## src/rtl/cmd_timer_pkg.sv

```systemverilog
`timescale 1ns/100ps
package cmd_timer_pkg;

  typedef enum logic [2:0] {
    ADR_SET  = 3'd0,
    ADR_CLR  = 3'd1,
    ADR_PBUF = 3'd2,
    ADR_CBUF = 3'd3,
    ADR_PER  = 3'd4,
    ADR_CMP  = 3'd5,
    ADR_SNAP = 3'd6
  } tmr_addr_e;

  localparam logic [2:0] OP_NONE    = 3'd0;
  localparam logic [2:0] OP_RESTART = 3'd1;
  localparam logic [2:0] OP_HALT    = 3'd2;
  localparam logic [2:0] OP_LOAD    = 3'd3;
  localparam logic [2:0] OP_SNAP    = 3'd4;

  localparam int unsigned OP_LSB = 4;

  typedef struct packed {
    logic one_shot;
    logic lock;
    logic down;
  } tmr_flags_t;

endpackage

```

## src/rtl/tmr_ctrl_regs.sv

```systemverilog
`timescale 1ns/100ps
module tmr_ctrl_regs
  import cmd_timer_pkg::*;
(
  input  logic       clk,
  input  logic       rst_n,
  input  logic       we,
  input  logic [2:0] addr,
  input  logic [2:0] flag_bits,
  input  logic [2:0] op_bits,
  input  logic       tick,
  output tmr_flags_t flags,
  output logic [2:0] op_pend
);

  tmr_flags_t flags_q, flags_d;
  logic [2:0] op_q, op_d;
  logic       wr_set, wr_clr, flags_en, op_en, op_post;

  assign wr_set  = we && (addr == ADR_SET);
  assign wr_clr  = we && (addr == ADR_CLR);
  assign op_post = wr_set && (op_bits != OP_NONE);
  assign flags_en = wr_set || wr_clr;
  assign op_en    = tick || op_post;

  always_comb begin
    flags_d = flags_q;
    if (wr_set) begin
      if (flag_bits[0]) flags_d.down     = 1'b1;
      if (flag_bits[1]) flags_d.lock     = 1'b1;
      if (flag_bits[2]) flags_d.one_shot = 1'b1;
    end else if (wr_clr) begin
      if (flag_bits[0]) flags_d.down     = 1'b0;
      if (flag_bits[1]) flags_d.lock     = 1'b0;
      if (flag_bits[2]) flags_d.one_shot = 1'b0;
    end
  end

  always_comb begin
    op_d = op_q;
    if (tick)    op_d = OP_NONE;
    if (op_post) op_d = op_bits;
  end

  always_ff @(posedge clk or negedge rst_n) begin
    if (!rst_n)        flags_q <= '0;
    else if (flags_en) flags_q <= flags_d;
  end

  always_ff @(posedge clk or negedge rst_n) begin
    if (!rst_n)     op_q <= OP_NONE;
    else if (op_en) op_q <= op_d;
  end

  assign flags   = flags_q;
  assign op_pend = op_q;


  op_retire_chk: assert property (@(posedge clk) disable iff (!rst_n)
    (tick && op_q != OP_NONE && !op_post) |=> (op_q == OP_NONE));


  clear_wins_chk: assert property (@(posedge clk) disable iff (!rst_n)
    (wr_clr && flag_bits[0]) |=> !flags_q.down);

endmodule

```

## src/rtl/tmr_bufs.sv

```systemverilog
`timescale 1ns/100ps
module tmr_bufs
  import cmd_timer_pkg::*;
#(
  parameter int unsigned DATA_W  = 16,
  parameter logic [DATA_W-1:0] PER_RST = '1
) (
  input  logic              clk,
  input  logic              rst_n,
  input  logic              we,
  input  logic [2:0]        addr,
  input  logic [DATA_W-1:0] wdata,
  input  logic              copy,
  output logic [DATA_W-1:0] per_buf,
  output logic [DATA_W-1:0] cmp_buf,
  output logic [DATA_W-1:0] per_act,
  output logic [DATA_W-1:0] cmp_act
);

  logic [DATA_W-1:0] pbuf_q, cbuf_q, per_q, cmp_q;
  logic pbuf_en, cbuf_en;

  assign pbuf_en = we && (addr == ADR_PBUF);
  assign cbuf_en = we && (addr == ADR_CBUF);

  always_ff @(posedge clk or negedge rst_n) begin
    if (!rst_n)       pbuf_q <= PER_RST;
    else if (pbuf_en) pbuf_q <= wdata;
  end

  always_ff @(posedge clk or negedge rst_n) begin
    if (!rst_n)       cbuf_q <= '0;
    else if (cbuf_en) cbuf_q <= wdata;
  end

  always_ff @(posedge clk or negedge rst_n) begin
    if (!rst_n) begin
      per_q <= PER_RST;
      cmp_q <= '0;
    end else if (copy) begin
      per_q <= pbuf_q;
      cmp_q <= cbuf_q;
    end
  end

  assign per_buf = pbuf_q;
  assign cmp_buf = cbuf_q;
  assign per_act = per_q;
  assign cmp_act = cmp_q;


  act_hold_chk: assert property (@(posedge clk) disable iff (!rst_n)
    !copy |=> ($stable(per_q) && $stable(cmp_q)));


  act_load_chk: assert property (@(posedge clk) disable iff (!rst_n)
    copy |=> (per_q == $past(pbuf_q) && cmp_q == $past(cbuf_q)));

endmodule

```

## src/rtl/tmr_core.sv

```systemverilog
`timescale 1ns/100ps
module tmr_core
  import cmd_timer_pkg::*;
#(
  parameter int unsigned DATA_W = 16
) (
  input  logic              clk,
  input  logic              rst_n,
  input  logic              tick,
  input  logic [2:0]        op,
  input  tmr_flags_t        flags,
  input  logic              capture_en,
  input  logic [DATA_W-1:0] per_act,
  input  logic [DATA_W-1:0] per_buf,
  output logic              copy,
  output logic [DATA_W-1:0] snap,
  output logic              running,
  output logic              ovf_evt,
  output logic              unf_evt
);

  logic [DATA_W-1:0] cnt_q, cnt_d, snap_q, snap_d;
  logic run_q, run_d, ovf_q, unf_q;
  logic exec, step, wrap_up, wrap_dn, wrap, hw_copy;

  assign exec    = tick && (op != OP_NONE);
  assign step    = tick && (op == OP_NONE) && run_q;
  assign wrap_up = step && !flags.down && (cnt_q == per_act);
  assign wrap_dn = step &&  flags.down && (cnt_q == '0);
  assign wrap    = wrap_up || wrap_dn;
  assign hw_copy = wrap && (!flags.lock || capture_en);
  assign copy    = hw_copy || (exec && op == OP_LOAD);

  always_comb begin
    cnt_d  = cnt_q;
    run_d  = run_q;
    snap_d = snap_q;
    if (exec) begin
      case (op)
        OP_RESTART: begin
          cnt_d = flags.down ? per_act : '0;
          run_d = 1'b1;
        end
        OP_HALT: run_d  = 1'b0;
        OP_SNAP: snap_d = cnt_q;
        default: ;
      endcase
    end else if (step) begin
      if (wrap_up)         cnt_d = '0;
      else if (wrap_dn)    cnt_d = hw_copy ? per_buf : per_act;
      else if (flags.down) cnt_d = cnt_q - 1'b1;
      else                 cnt_d = cnt_q + 1'b1;
      if (wrap && flags.one_shot) run_d = 1'b0;
    end
  end

  always_ff @(posedge clk or negedge rst_n) begin
    if (!rst_n) begin
      cnt_q  <= '0;
      run_q  <= 1'b0;
      snap_q <= '0;
    end else if (tick) begin
      cnt_q  <= cnt_d;
      run_q  <= run_d;
      snap_q <= snap_d;
    end
  end

  always_ff @(posedge clk or negedge rst_n) begin
    if (!rst_n) begin
      ovf_q <= 1'b0;
      unf_q <= 1'b0;
    end else begin
      ovf_q <= wrap_up;
      unf_q <= wrap_dn;
    end
  end

  assign snap    = snap_q;
  assign running = run_q;
  assign ovf_evt = ovf_q;
  assign unf_evt = unf_q;


  restart_run_chk: assert property (@(posedge clk) disable iff (!rst_n)
    (exec && op == OP_RESTART) |=> run_q);


  halt_hold_chk: assert property (@(posedge clk) disable iff (!rst_n)
    (exec && op == OP_HALT) |=> (!run_q && $stable(cnt_q)));


  one_shot_stop_chk: assert property (@(posedge clk) disable iff (!rst_n)
    (wrap && flags.one_shot) |=> !run_q);


  cmd_tick_quiet_chk: assert property (@(posedge clk) disable iff (!rst_n)
    exec |=> (!ovf_q && !unf_q));


  evt_excl_chk: assert property (@(posedge clk) disable iff (!rst_n)
    !(ovf_q && unf_q));


  snap_hold_chk: assert property (@(posedge clk) disable iff (!rst_n)
    !(exec && op == OP_SNAP) |=> $stable(snap_q));

endmodule

```

## src/rtl/cmd_timer.sv

```systemverilog
`timescale 1ns/100ps
module cmd_timer
  import cmd_timer_pkg::*;
#(
  parameter int unsigned DATA_W = 16,
  parameter logic [DATA_W-1:0] PER_RST = '1
) (
  input  logic              clk,
  input  logic              rst_n,
  input  logic              bus_we,
  input  logic [2:0]        bus_addr,
  input  logic [DATA_W-1:0] bus_wdata,
  output logic [DATA_W-1:0] bus_rdata,
  input  logic              tick,
  input  logic              capture_en,
  output logic              ovf_evt,
  output logic              unf_evt,
  output logic              running
);

  localparam int unsigned OP_W = 3;

  tmr_flags_t        flags;
  logic [OP_W-1:0]   op_pend;
  logic              copy;
  logic [DATA_W-1:0] per_buf, cmp_buf, per_act, cmp_act, snap;
  logic [DATA_W-1:0] ctrl_view;

  tmr_ctrl_regs u_ctrl (
    .clk       (clk),
    .rst_n     (rst_n),
    .we        (bus_we),
    .addr      (bus_addr),
    .flag_bits (bus_wdata[2:0]),
    .op_bits   (bus_wdata[OP_LSB +: OP_W]),
    .tick      (tick),
    .flags     (flags),
    .op_pend   (op_pend)
  );

  tmr_bufs #(.DATA_W(DATA_W), .PER_RST(PER_RST)) u_bufs (
    .clk     (clk),
    .rst_n   (rst_n),
    .we      (bus_we),
    .addr    (bus_addr),
    .wdata   (bus_wdata),
    .copy    (copy),
    .per_buf (per_buf),
    .cmp_buf (cmp_buf),
    .per_act (per_act),
    .cmp_act (cmp_act)
  );

  tmr_core #(.DATA_W(DATA_W)) u_core (
    .clk        (clk),
    .rst_n      (rst_n),
    .tick       (tick),
    .op         (op_pend),
    .flags      (flags),
    .capture_en (capture_en),
    .per_act    (per_act),
    .per_buf    (per_buf),
    .copy       (copy),
    .snap       (snap),
    .running    (running),
    .ovf_evt    (ovf_evt),
    .unf_evt    (unf_evt)
  );

  always_comb begin
    ctrl_view = '0;
    ctrl_view[2:0] = {flags.one_shot, flags.lock, flags.down};
    ctrl_view[OP_LSB +: OP_W] = op_pend;
  end

  always_comb begin
    case (bus_addr)
      ADR_SET, ADR_CLR: bus_rdata = ctrl_view;
      ADR_PBUF:         bus_rdata = per_buf;
      ADR_CBUF:         bus_rdata = cmp_buf;
      ADR_PER:          bus_rdata = per_act;
      ADR_CMP:          bus_rdata = cmp_act;
      ADR_SNAP:         bus_rdata = snap;
      default:          bus_rdata = '0;
    endcase
  end


  evt_needs_run_chk: assert property (@(posedge clk) disable iff (!rst_n)
    (ovf_evt || unf_evt) |-> $past(running));

endmodule

```

## config.mk

```make
export PLATFORM = sky130hd
export DESIGN_NAME = cmd_timer
export DESIGN_NICKNAME = d
export VERILOG_FILES = /design/src/rtl/cmd_timer_pkg.sv /design/src/rtl/tmr_ctrl_regs.sv /design/src/rtl/tmr_bufs.sv /design/src/rtl/tmr_core.sv /design/src/rtl/cmd_timer.sv
export SDC_FILE = /design/constraint.sdc
export NUM_CORES = 1
export LEC_CHECK = 0
export BUFFER_PORTS_ARGS = -buffer_cell sky130_fd_sc_hd__buf_2
export CORE_AREA = 2 2 87 151
export CTS_CLUSTER_SIZE = 25
export DETAILED_ROUTE_END_ITERATION = 7
export DIE_AREA = 0 0 89 153
export PLACE_DENSITY = 0.79
export SLEW_MARGIN = 15
export SYNTH_ARGS = -nofsm -noshare
export SYNTH_HDL_FRONTEND = slang
export SYNTH_SLANG_ARGS = --single-unit
```

## constraint.sdc

```tcl
create_clock -name clk -period 4.6 [get_ports clk]
set_clock_uncertainty 0.1 [all_clocks]
set_input_delay 0.23 -clock clk [delete_from_list [all_inputs] [get_ports clk]]
set_output_delay 0.23 -clock clk [all_outputs]
set_load 0.01 [all_outputs]
```

==> metrics, run 1 <==
Post-DRT Antenna Nets=0; cell leakage power=3.01 nW; pin count of the biggest net entering global routing=56; top post-synthesis cells by area=dfrtp_1 30%, dfstp_2 14%, mux2_2 10%, mux2_1 5.6%, mux2i_1 4.8%; Reg2Reg Depth=6; # rows=54; core box area=12400 µm²; worst reg2reg setup slack=1.48 ns; Inst Count DP=approximately 740; design area=6700 µm²; share of the synthesized area in the top cell type=30.1%; CTS tree=yes; power density cells=541 nW/µm²; Mapped Area=6060 µm²; clk_lat worst skew=approximately 0.35 ns; commonest cells in the netlist=73 x dfrtp_1, 54 x mux2_2, 40 x nor2_1; htree depth=3; max incr delay on CP=0.69 ns; layout cell share with drive strength beyond 1=26.5%; critical path arrival=~3.2 ns; maximum clock path buffer count=2; Slew @ Worst Pin=1.18 ns; Seq cells post-synth=105; drt initial violations=between 400 and 500; Ant. Diodes=0; total number of vias=slightly below 5000; hold_ws=between 0.02 and 0.03 ns; GRT overflow=0; MaxCap Viol Count=0; Area after DPL=6390 µm²; Detail Placement HPWL=10900 µm; syn_nets=599; total power=0.00362 W; met2 wire length=8120 µm; Layout Cells excl Fill=~760; first-pass GRT wire length=approximately 25000 µm; TritonRoute pass-1 iters=5; I/O pins=43; kind of critical path=reg -> reg; Peak VDD IR=0.421 mV; DRC=0; Die ar.=13600 µm²; largest area contributor in the netlist=dfrtp_1; Mapped Cells=between 500 and 600; met1 wire length=5960 µm; Root Buffer=clkbuf_16; Worst Hold Depth=2; wire length per cell=20.1 µm; Post-CTS Setup Bufs=0; status=complete, no violations; setup TNS=0 ns; final count of pins violating max slew=0; vias in the first global route=roughly 4900; buffers added on ports=42; Post-synth EDFFs=0; CP max stage cell=nor4_1; gpl congestion=approximately 0.97; Worst Path Required=roughly 4.7 ns; CP max FO=32; RR Endpoint=u_bufs.cmp_act[3]; DR vias/cell=6.33; uppermost layer routed=met4; max_slew headroom=21.2%; Final Critical Period=3.12 ns; Layout area overhead=10.6%; CP top delay family=simple AND/OR/NAND/NOR gates; Worst Path Buf+Inv=0; clk sinks=105; post-synthesis sequential area ratio=44.0%; routed wire length=15300 µm; share of async-settable or async-resettable flops after synthesis=100%; Max Freq=321 MHz; nets@finish=627; Critical Path, Cell by Cell=xor2_1 > nor4_1 > and4_1 > o21ai_2 > o21ai_4 > mux2_2; CTS Buf Count=9; Worst setup SP type=flip-flop; initial cell density of the core=approximately 49%; Met3 Routed Length=692 µm; Min-Delay Startpoint=bus_wdata[12]; fill cell count=1035; end of the worst hold path=u_bufs.cmp_buf[12]; unrepaired setup endpoints after global routing=false; final period utilization=67.7%; Yosys warnings=0; overall die height=between 150 and 200 µm; Fin. Hold Viols=0; worst min path class=in -> reg; Critical Path End Type=flip-flop; initial antenna violation count=0; Die W=89 µm; top-count cell post-synth=dfrtp_1; Main synth FF type=dfrtp_1; count of final setup violators=0; FF-to-FF Start=u_bufs.per_act[4]; GRT Total Usage=23.3%; Reg clk slew, reported paths=0.07 ns; Yosys cell types=56; syn avg cell area=10.8 µm²
-- cell type report --
type	instances	area [µm²]	area share, %
Inverter	8	30.0	0.448
Clock buffer	10	229	3.42
Multi-Input combinational cell	415	3220	48.1
Tap cell	168	210	3.14
Sequential cell	105	2670	39.8
Clock inverter	6	75.1	1.12
Timing Repair Buffer	49	268	4.00
-- per-stage QoR --
stage	setup WS [ns]	util, %
after floorplan	2.00	-
after global placement	1.73	51.4
after detailed placement	1.67	51.4
after CTS	1.56	53.9
after global routing	1.38	53.9
final	1.48	53.9
-- power breakdown --
part / internal, W / switching (W) / total (W)
clock: 0.000430 / 0.000349 / 0.000779
combinational: 0.000642 / 0.000751 / 0.00139
sequential: 0.00117 / 0.000280 / 0.00145
-- flip-flops by register name, summed over array words and instances, names as in the netlist --
signal,count
u_core.unf_evt,1
u_bufs.per_buf,16
u_ctrl.op_pend,3
u_core.snap,16
u_bufs.per_act,16
u_core.cnt_q,16
u_core.ovf_evt,1
u_bufs.cmp_act,16
u_ctrl.flags,3
u_bufs.cmp_buf,16
u_core.running,1
-- layer usage --
metal | track usage, % | up-vias
li1 | - | 2139
met1 | 29.5 | 2428
met2 | 39.3 | 209
met3 | 2.48 | 43
met4 | 10.4 | 0
met5 | 0 | -
-- how the worst max path moves through the flow --
stage	startpoint	end	slack, ns	cells past startpoint
after CTS	u_ctrl.flags[0]	u_core.cnt_q[15]	1.56	8
after detailed placement	u_ctrl.op_pend[2]	u_bufs.cmp_act[3]	1.67	7
after global placement	u_ctrl.op_pend[2]	u_bufs.cmp_act[3]	1.73	7
after floorplan	u_ctrl.flags[0]	u_core.cnt_q[14]	2.00	9
final	u_bufs.per_act[4]	u_bufs.cmp_act[3]	1.48	6
after global routing	u_ctrl.flags[0]	u_core.cnt_q[15]	1.38	8
-- cells by family after synthesis --
logic type               count (synthesis)  share of synthesized area (%)
AO/OA/AOI/OAI                          143                           15.9
AND/OR/NAND/NOR                        117                           9.60
XOR/XNOR                                27                           3.90
multiplexers                           113                           20.4
adder cells (fa/ha/maj)                 15                           3.22
flip-flops                             105                           44.0
buffers and inverters                   40                           2.91
-- cells in the final DEF (no fill, tap or decap), types with 14 or more instances in the layout --
cell type | Yosys | final
a21oi_1 | 38 | 38
buf_2 | 3 | 41
dfrtp_1 | 73 | 73
dfstp_2 | 32 | 32
ha_1 | 14 | 14
mux2_1 | 30 | 30
mux2_2 | 54 | 54
mux2i_1 | 29 | 29
nand2_1 | 26 | 26
nor2_1 | 40 | 40
o21ai_0 | 30 | 30
xor2_1 | 17 | 17
-- timing repair --
| action | CTS | global route |
|---|---|---|
| resized for setup | 0 | 0 |
| hold buffers | 1 | 0 |
| hold endpoints to repair | 36 | 0 |
Power figures use the tool's default switching activity.
==> run 2, diff against run 1 <==
Clock period 4.6 ns to 3.1 ns, I/O delays scaled along.
==> run 2 against run 1 <==
- critical path depth stayed put
- worst hold slack worse by 0.027 ns
- worst setup slack worse by 1.3 ns
- clock power is 40% higher
- total power is 48% higher
- critical endpoint is now u_bufs.cmp_act[2]
- largest power group unchanged
==> metrics, run 2 (synthesis gave the netlist of run 1 again) <==
pin count of the biggest net entering global routing=60 (+7.1%); I/O pins=43 (unchanged); overall die height=153 µm (unchanged); Root Buffer=clkbuf_16; buffers added on ports=42 (unchanged); count of final setup violators=0 (unchanged); setup TNS=0 ns (unchanged); launch point of the worst path=u_core.cnt_q[9]; Ant. Diodes=0 (unchanged); CP Depth=6 (unchanged); TritonRoute pass-1 iters=5 (unchanged); CP max FO=32 (unchanged); total power=0.00537 W (+48%); worst slack at placement=0.231 ns (-1.44 ns); max_slew headroom=25.7% (+4.5 points); CP top delay family=simple AND/OR/NAND/NOR gates; clk_lat worst skew=0.34 ns (about the same); gpl congestion=1.03 (+6.4%); final period utilization=95.1% (+27 points); total number of vias=4827 (+0.17%); Fin. Hold Viols=0 (unchanged); RR Endpoint=u_bufs.cmp_act[2]; GRT Total Usage=24.5% (+1.2 points); unrepaired setup endpoints after global routing=false; Slew @ Worst Pin=1.11 ns (-0.0677 ns); maximum clock path buffer count=2 (unchanged); layout cell share with drive strength beyond 1=26.8% (+0.35 points); nets@finish=649 (+3.5%); Critical Path, Cell by Cell=nor4_1 > nand2_1 > nor4_2 > o21ai_2 > o21ai_4 > mux2_2; Worst setup SP type=flip-flop; routed wire length=15800 µm (+3.3%); Worst Path Required=3.23 ns (-1.50 ns); Setup crit end=u_bufs.cmp_act[2]; max incr delay on CP=0.57 ns (-0.12 ns); core box area=12400 µm² (unchanged); status=complete, no violations; Layout area overhead=13.7%; Detail Placement HPWL=11500 µm (+5.1%); Reg2Reg Depth=6 (unchanged); Peak VDD IR=0.544 mV (+29%); final worst-path setup slack=0.152 ns (-1.33 ns); Reg clk slew, reported paths=0.07 ns (about the same); MaxCap Viol Count=0 (unchanged); CTS tree=yes; commonest cells after routing, fill and taps aside=73 x dfrtp_1, 54 x mux2_2, 41 x buf_2, 40 x nor2_1, 38 x a21oi_1; Die W=89 µm (unchanged); leading cell type in the layout, fill and taps excluded=dfrtp_1; Worst Hold Depth=2 (unchanged); power density cells=779 nW/µm² (+44%); critical path arrival=3.07 ns (-0.17 ns); worst min path class=in -> reg; htree depth=3 (unchanged); GRT overflow=0 (unchanged); vias in the first global route=5095 (+4.9%); Max Freq=339 MHz (+5.7%); Die ar.=13600 µm² (unchanged); first-pass GRT wire length=26200 µm (+4.7%); CP max stage cell=nor4_1; CTS Buf Count=9 (unchanged); Critical Path End Type=flip-flop; Util after Layout=55.4% (+1.5 points); initial antenna violation count=0 (unchanged); Worst Path Buf+Inv=0 (unchanged); drt initial violations=414 (-12%); Post-CTS Setup Bufs=0 (unchanged); # rows=54 (unchanged); initial cell density of the core=48.7% (unchanged); final count of pins violating max slew=0 (unchanged); DRC=0 (unchanged); FF-to-FF Start=u_core.cnt_q[9]; kind of critical path=reg -> reg; DR vias/cell=6.16 (-2.6%); clk sinks=105 (unchanged); cell leakage power=3.10 nW (+3.1%); Final Critical Period=2.95 ns (-0.168 ns); worst reg2reg setup slack=0.15 ns (-1.33 ns); Post-DRT Antenna Nets=0 (unchanged); wire length per cell=20.2 µm (+0.43%)
run 2: per-layer routing:
metal | vias to the layer above | wire length [µm] | GRT usage [%] | share of wire, %
met3 | 47 | 664 | 2.70 | 4.2
met1 | 2404 | 6180 | 31.1 | 39
met5 | - | 0 | 0 | 0
met4 | 0 | 607 | 10.5 | 3.8
met2 | 203 | 8380 | 41.5 | 53
li1 | 2173 | - | - | -
run 2: worst min path at each step:
| stage | to | startpoint | slack [ns] |
|---|---|---|---|
| 6_report | u_ctrl.op_pend[1] | bus_wdata[5] | 0.003 |
| 2_1_floorplan | u_bufs.cmp_act[0] | rst_n | -0.24 |
| 4_1_cts | u_ctrl.op_pend[1] | bus_wdata[5] | 0.0002 |
| 3_3_place_gp | u_bufs.cmp_buf[10] | rst_n | 0.16 |
| 3_5_place_dp | u_bufs.cmp_buf[10] | rst_n | 0.17 |
| 5_1_grt | u_ctrl.op_pend[1] | bus_wdata[5] | 0.002 |
run 2: layout make-up:
type | count | area (µm²)
tap | 168 | 210
sequential | 105 | 2670
inverter | 8 | 30.0
clock inverter | 5 | 38.8
multi-input combinational | 415 | 3220
fill | 1054 | 5540
timing repair buffer | 71 | 480
clock buffer | 11 | 243
run 2: timing repair:
item	in CTS	in global routing
hold endpoints to repair	64	0
gates resized for setup	0	0
hold buffers	15	0
run 2: report_power, final:
| part | internal, W | switching (W) | leakage (nW) |
|---|---|---|---|
| Clock | 0.000574 | 0.000513 | 0.137 |
| Combinational | 0.000989 | 0.00115 | 1.71 |
| Sequential | 0.00174 | 0.000405 | 1.25 |
| Total | 0.00330 | 0.00207 | 3.10 |
run 2: metrics by stage:
stage | instances | cell area (µm²) | hold slack (ns)
floorplan | 560 | 6060 | -0.241
global placement | 752 | 6460 | 0.159
detailed placement | 752 | 6460 | 0.168
CTS | 783 | 6890 | 0.000234
global route | 783 | 6890 | 0.00160
finish | 783 | 6890 | 0.00253
==> run 3, diff against run 2 <==
Settings changed: ABC_CLOCK_PERIOD_IN_PS set to 3300.
Clock period 3.1 ns to 3.3 ns, I/O delays scaled along.
==> run 3 against run 2 <==
- routed wire length is 0.92% lower
- worst hold slack better by 0.016 ns
- flip-flop and latch count stayed put
- critical path type unchanged
- critical endpoint is now u_core.cnt_q[2]
- highest routed layer unchanged
==> metrics, run 3 (synthesis gave the netlist of run 1 again) <==
status=complete, no violations; Critical Path End Type=flip-flop; final period utilization=90.9% (-4.2 points); final count of pins violating max slew=0 (unchanged); I/O pins=43 (unchanged); first-pass GRT wire length=26300 µm (+0.37%); core box area=12400 µm² (unchanged); clk sinks=105 (unchanged); Max Freq=333 MHz (-1.8%); wire length per cell=20.1 µm (-0.79%); setup TNS=0 ns (unchanged); initial cell density of the core=48.7% (unchanged); count of final setup violators=0 (unchanged); CTS tree=yes; Util after Layout=55.5% (+0.080 points); power density cells=739 nW/µm² (-5.1%); max incr delay on CP=0.81 ns (+0.24 ns); Reg clk slew, reported paths=0.07 ns (about the same); drt initial violations=531 (+28%); Detail Placement HPWL=11300 µm (-1.4%); hold_ws=0.0189 ns (+0.0164 ns); maximum clock path buffer count=2 (unchanged); Peak VDD IR=0.508 mV (-6.7%); DR vias/cell=6.20 (+0.52%); routed wire length=15700 µm (-0.92%); Fin. Hold Viols=0 (unchanged); max_slew headroom=27.2% (+1.5 points); Die ar.=13600 µm² (unchanged); gpl congestion=1.07 (+3.4%); htree depth=3 (unchanged); Post-CTS Setup Bufs=0 (unchanged); CP max stage cell=or4_1; clk_lat worst skew=0.35 ns (about the same); design area=6900 µm² (+0.15%); buffers added on ports=42 (unchanged); Critical Path, Cell by Cell=nor4_1 > nand2_1 > or4_1 > nand3_1 > o21ai_0 > a221oi_1 > nor2_1; cell leakage power=3.11 nW (+0.11%); total power=0.00510 W (-5.0%); Slew @ Worst Pin=1.09 ns (-0.0224 ns); CTS Buf Count=9 (unchanged); hold_buf cts=14 (-1); initial antenna violation count=0 (unchanged); DRC=0 (unchanged); total number of vias=4846 (+0.39%); Ant. Diodes=0 (unchanged); Final Critical Period=3.00 ns (+0.0530 ns); CP max FO=15 (-53%); TritonRoute pass-1 iters=5 (unchanged); MaxCap Viol Count=0 (unchanged); pin count of the biggest net entering global routing=90 (+50%); Root Buffer=clkbuf_16; fill cell count=1058 (+0.38%); overall die height=153 µm (unchanged); unrepaired setup endpoints after global routing=false; Post-DRT Antenna Nets=0 (unchanged); Worst setup SP type=flip-flop; layout cell share with drive strength beyond 1=26.7% (-0.12 points); GRT Total Usage=24.8% (+0.24 points); Worst Path Required=3.43 ns (+0.20 ns); worst min path class=in -> reg; Die W=89 µm (unchanged); Layout area overhead=13.9%; commonest cells after routing, fill and taps aside=73 x dfrtp_1, 54 x mux2_2, 41 x buf_2, 40 x nor2_1, 38 x a21oi_1; critical path arrival=3.13 ns (+0.06 ns); # rows=54 (unchanged); vias in the first global route=5017 (-1.5%); Area after DPL=6440 µm² (-0.31%); GRT overflow=0 (unchanged); number of gates resized after cts=0 (unchanged); nets@finish=648 (-0.15%); kind of critical path=reg -> reg; leading cell type in the layout, fill and taps excluded=dfrtp_1
==> run 3: cell types whose count changed in the layout (fill, tap and decap cells not counted), sizes merged <==
cell	delta
clkbuf	+1
buf	-1
bufinv	+1
inv	-2
==> run 3: path summary, 6_finish.rpt <==
check | cells after the start | startpoint | end | slack (ns)
worst max-delay path | 7 | u_core.cnt_q[10] | u_core.cnt_q[2] | 0.30
worst min-delay path | 2 | bus_wdata[4] | u_bufs.cmp_buf[4] | 0.02
worst max register to register | 7 | u_core.cnt_q[10] | u_core.cnt_q[2] | 0.30
worst min register to register | 1 | u_bufs.cmp_act[0] | u_bufs.cmp_act[0] | 0.38
max in group asynchronous | 3 | rst_n | u_bufs.per_buf[0] | 1.99
min in group asynchronous | 2 | rst_n | u_bufs.cmp_buf[9] | 0.33
==> run 3: per-layer routing <==
metal	global-route usage, %	vias to the layer above	part of all wire, %
li1	-	2175	-
met1	31.6	2399	39
met2	40.9	206	53
met3	2.48	66	4.2
met4	12.7	0	4.6
met5	0	-	0
==> run 3: per-stage QoR <==
step,cells,worst slack (ns)
after floorplan,560,0.697
after global placement,751,0.516
after detailed placement,751,0.420
after CTS,781,0.411
after global routing,782,0.131
final,782,0.299
==> run 3: cell type report <==
type / count / area [µm²] / area share, %
timing repair buffer: 70 / 464 / 6.73
clock buffer: 12 / 256 / 3.72
inverter: 8 / 30.0 / 0.435
sequential: 105 / 2670 / 38.7
tap: 168 / 210 / 3.05
multi-input combinational: 415 / 3220 / 46.7
clock inverter: 4 / 51.3 / 0.743
==> run 3: report_power, final <==
group          total, W  leakage, nW  switching, W  internal (W)
Sequential      0.00202         1.25      0.000387       0.00164
Clock           0.00109        0.149      0.000456      0.000630
Combinational   0.00200         1.70       0.00107      0.000925
Total           0.00510         3.11       0.00191       0.00319
==> run 3: critical path, delay by kind of cell (launching register included) <==
family / cells / cell delay, ns
AOI/OAI and AO/OA: 2 / 0.49
and+or+nand+nor: 5 / 1.84
DFF: 1 / 0.45
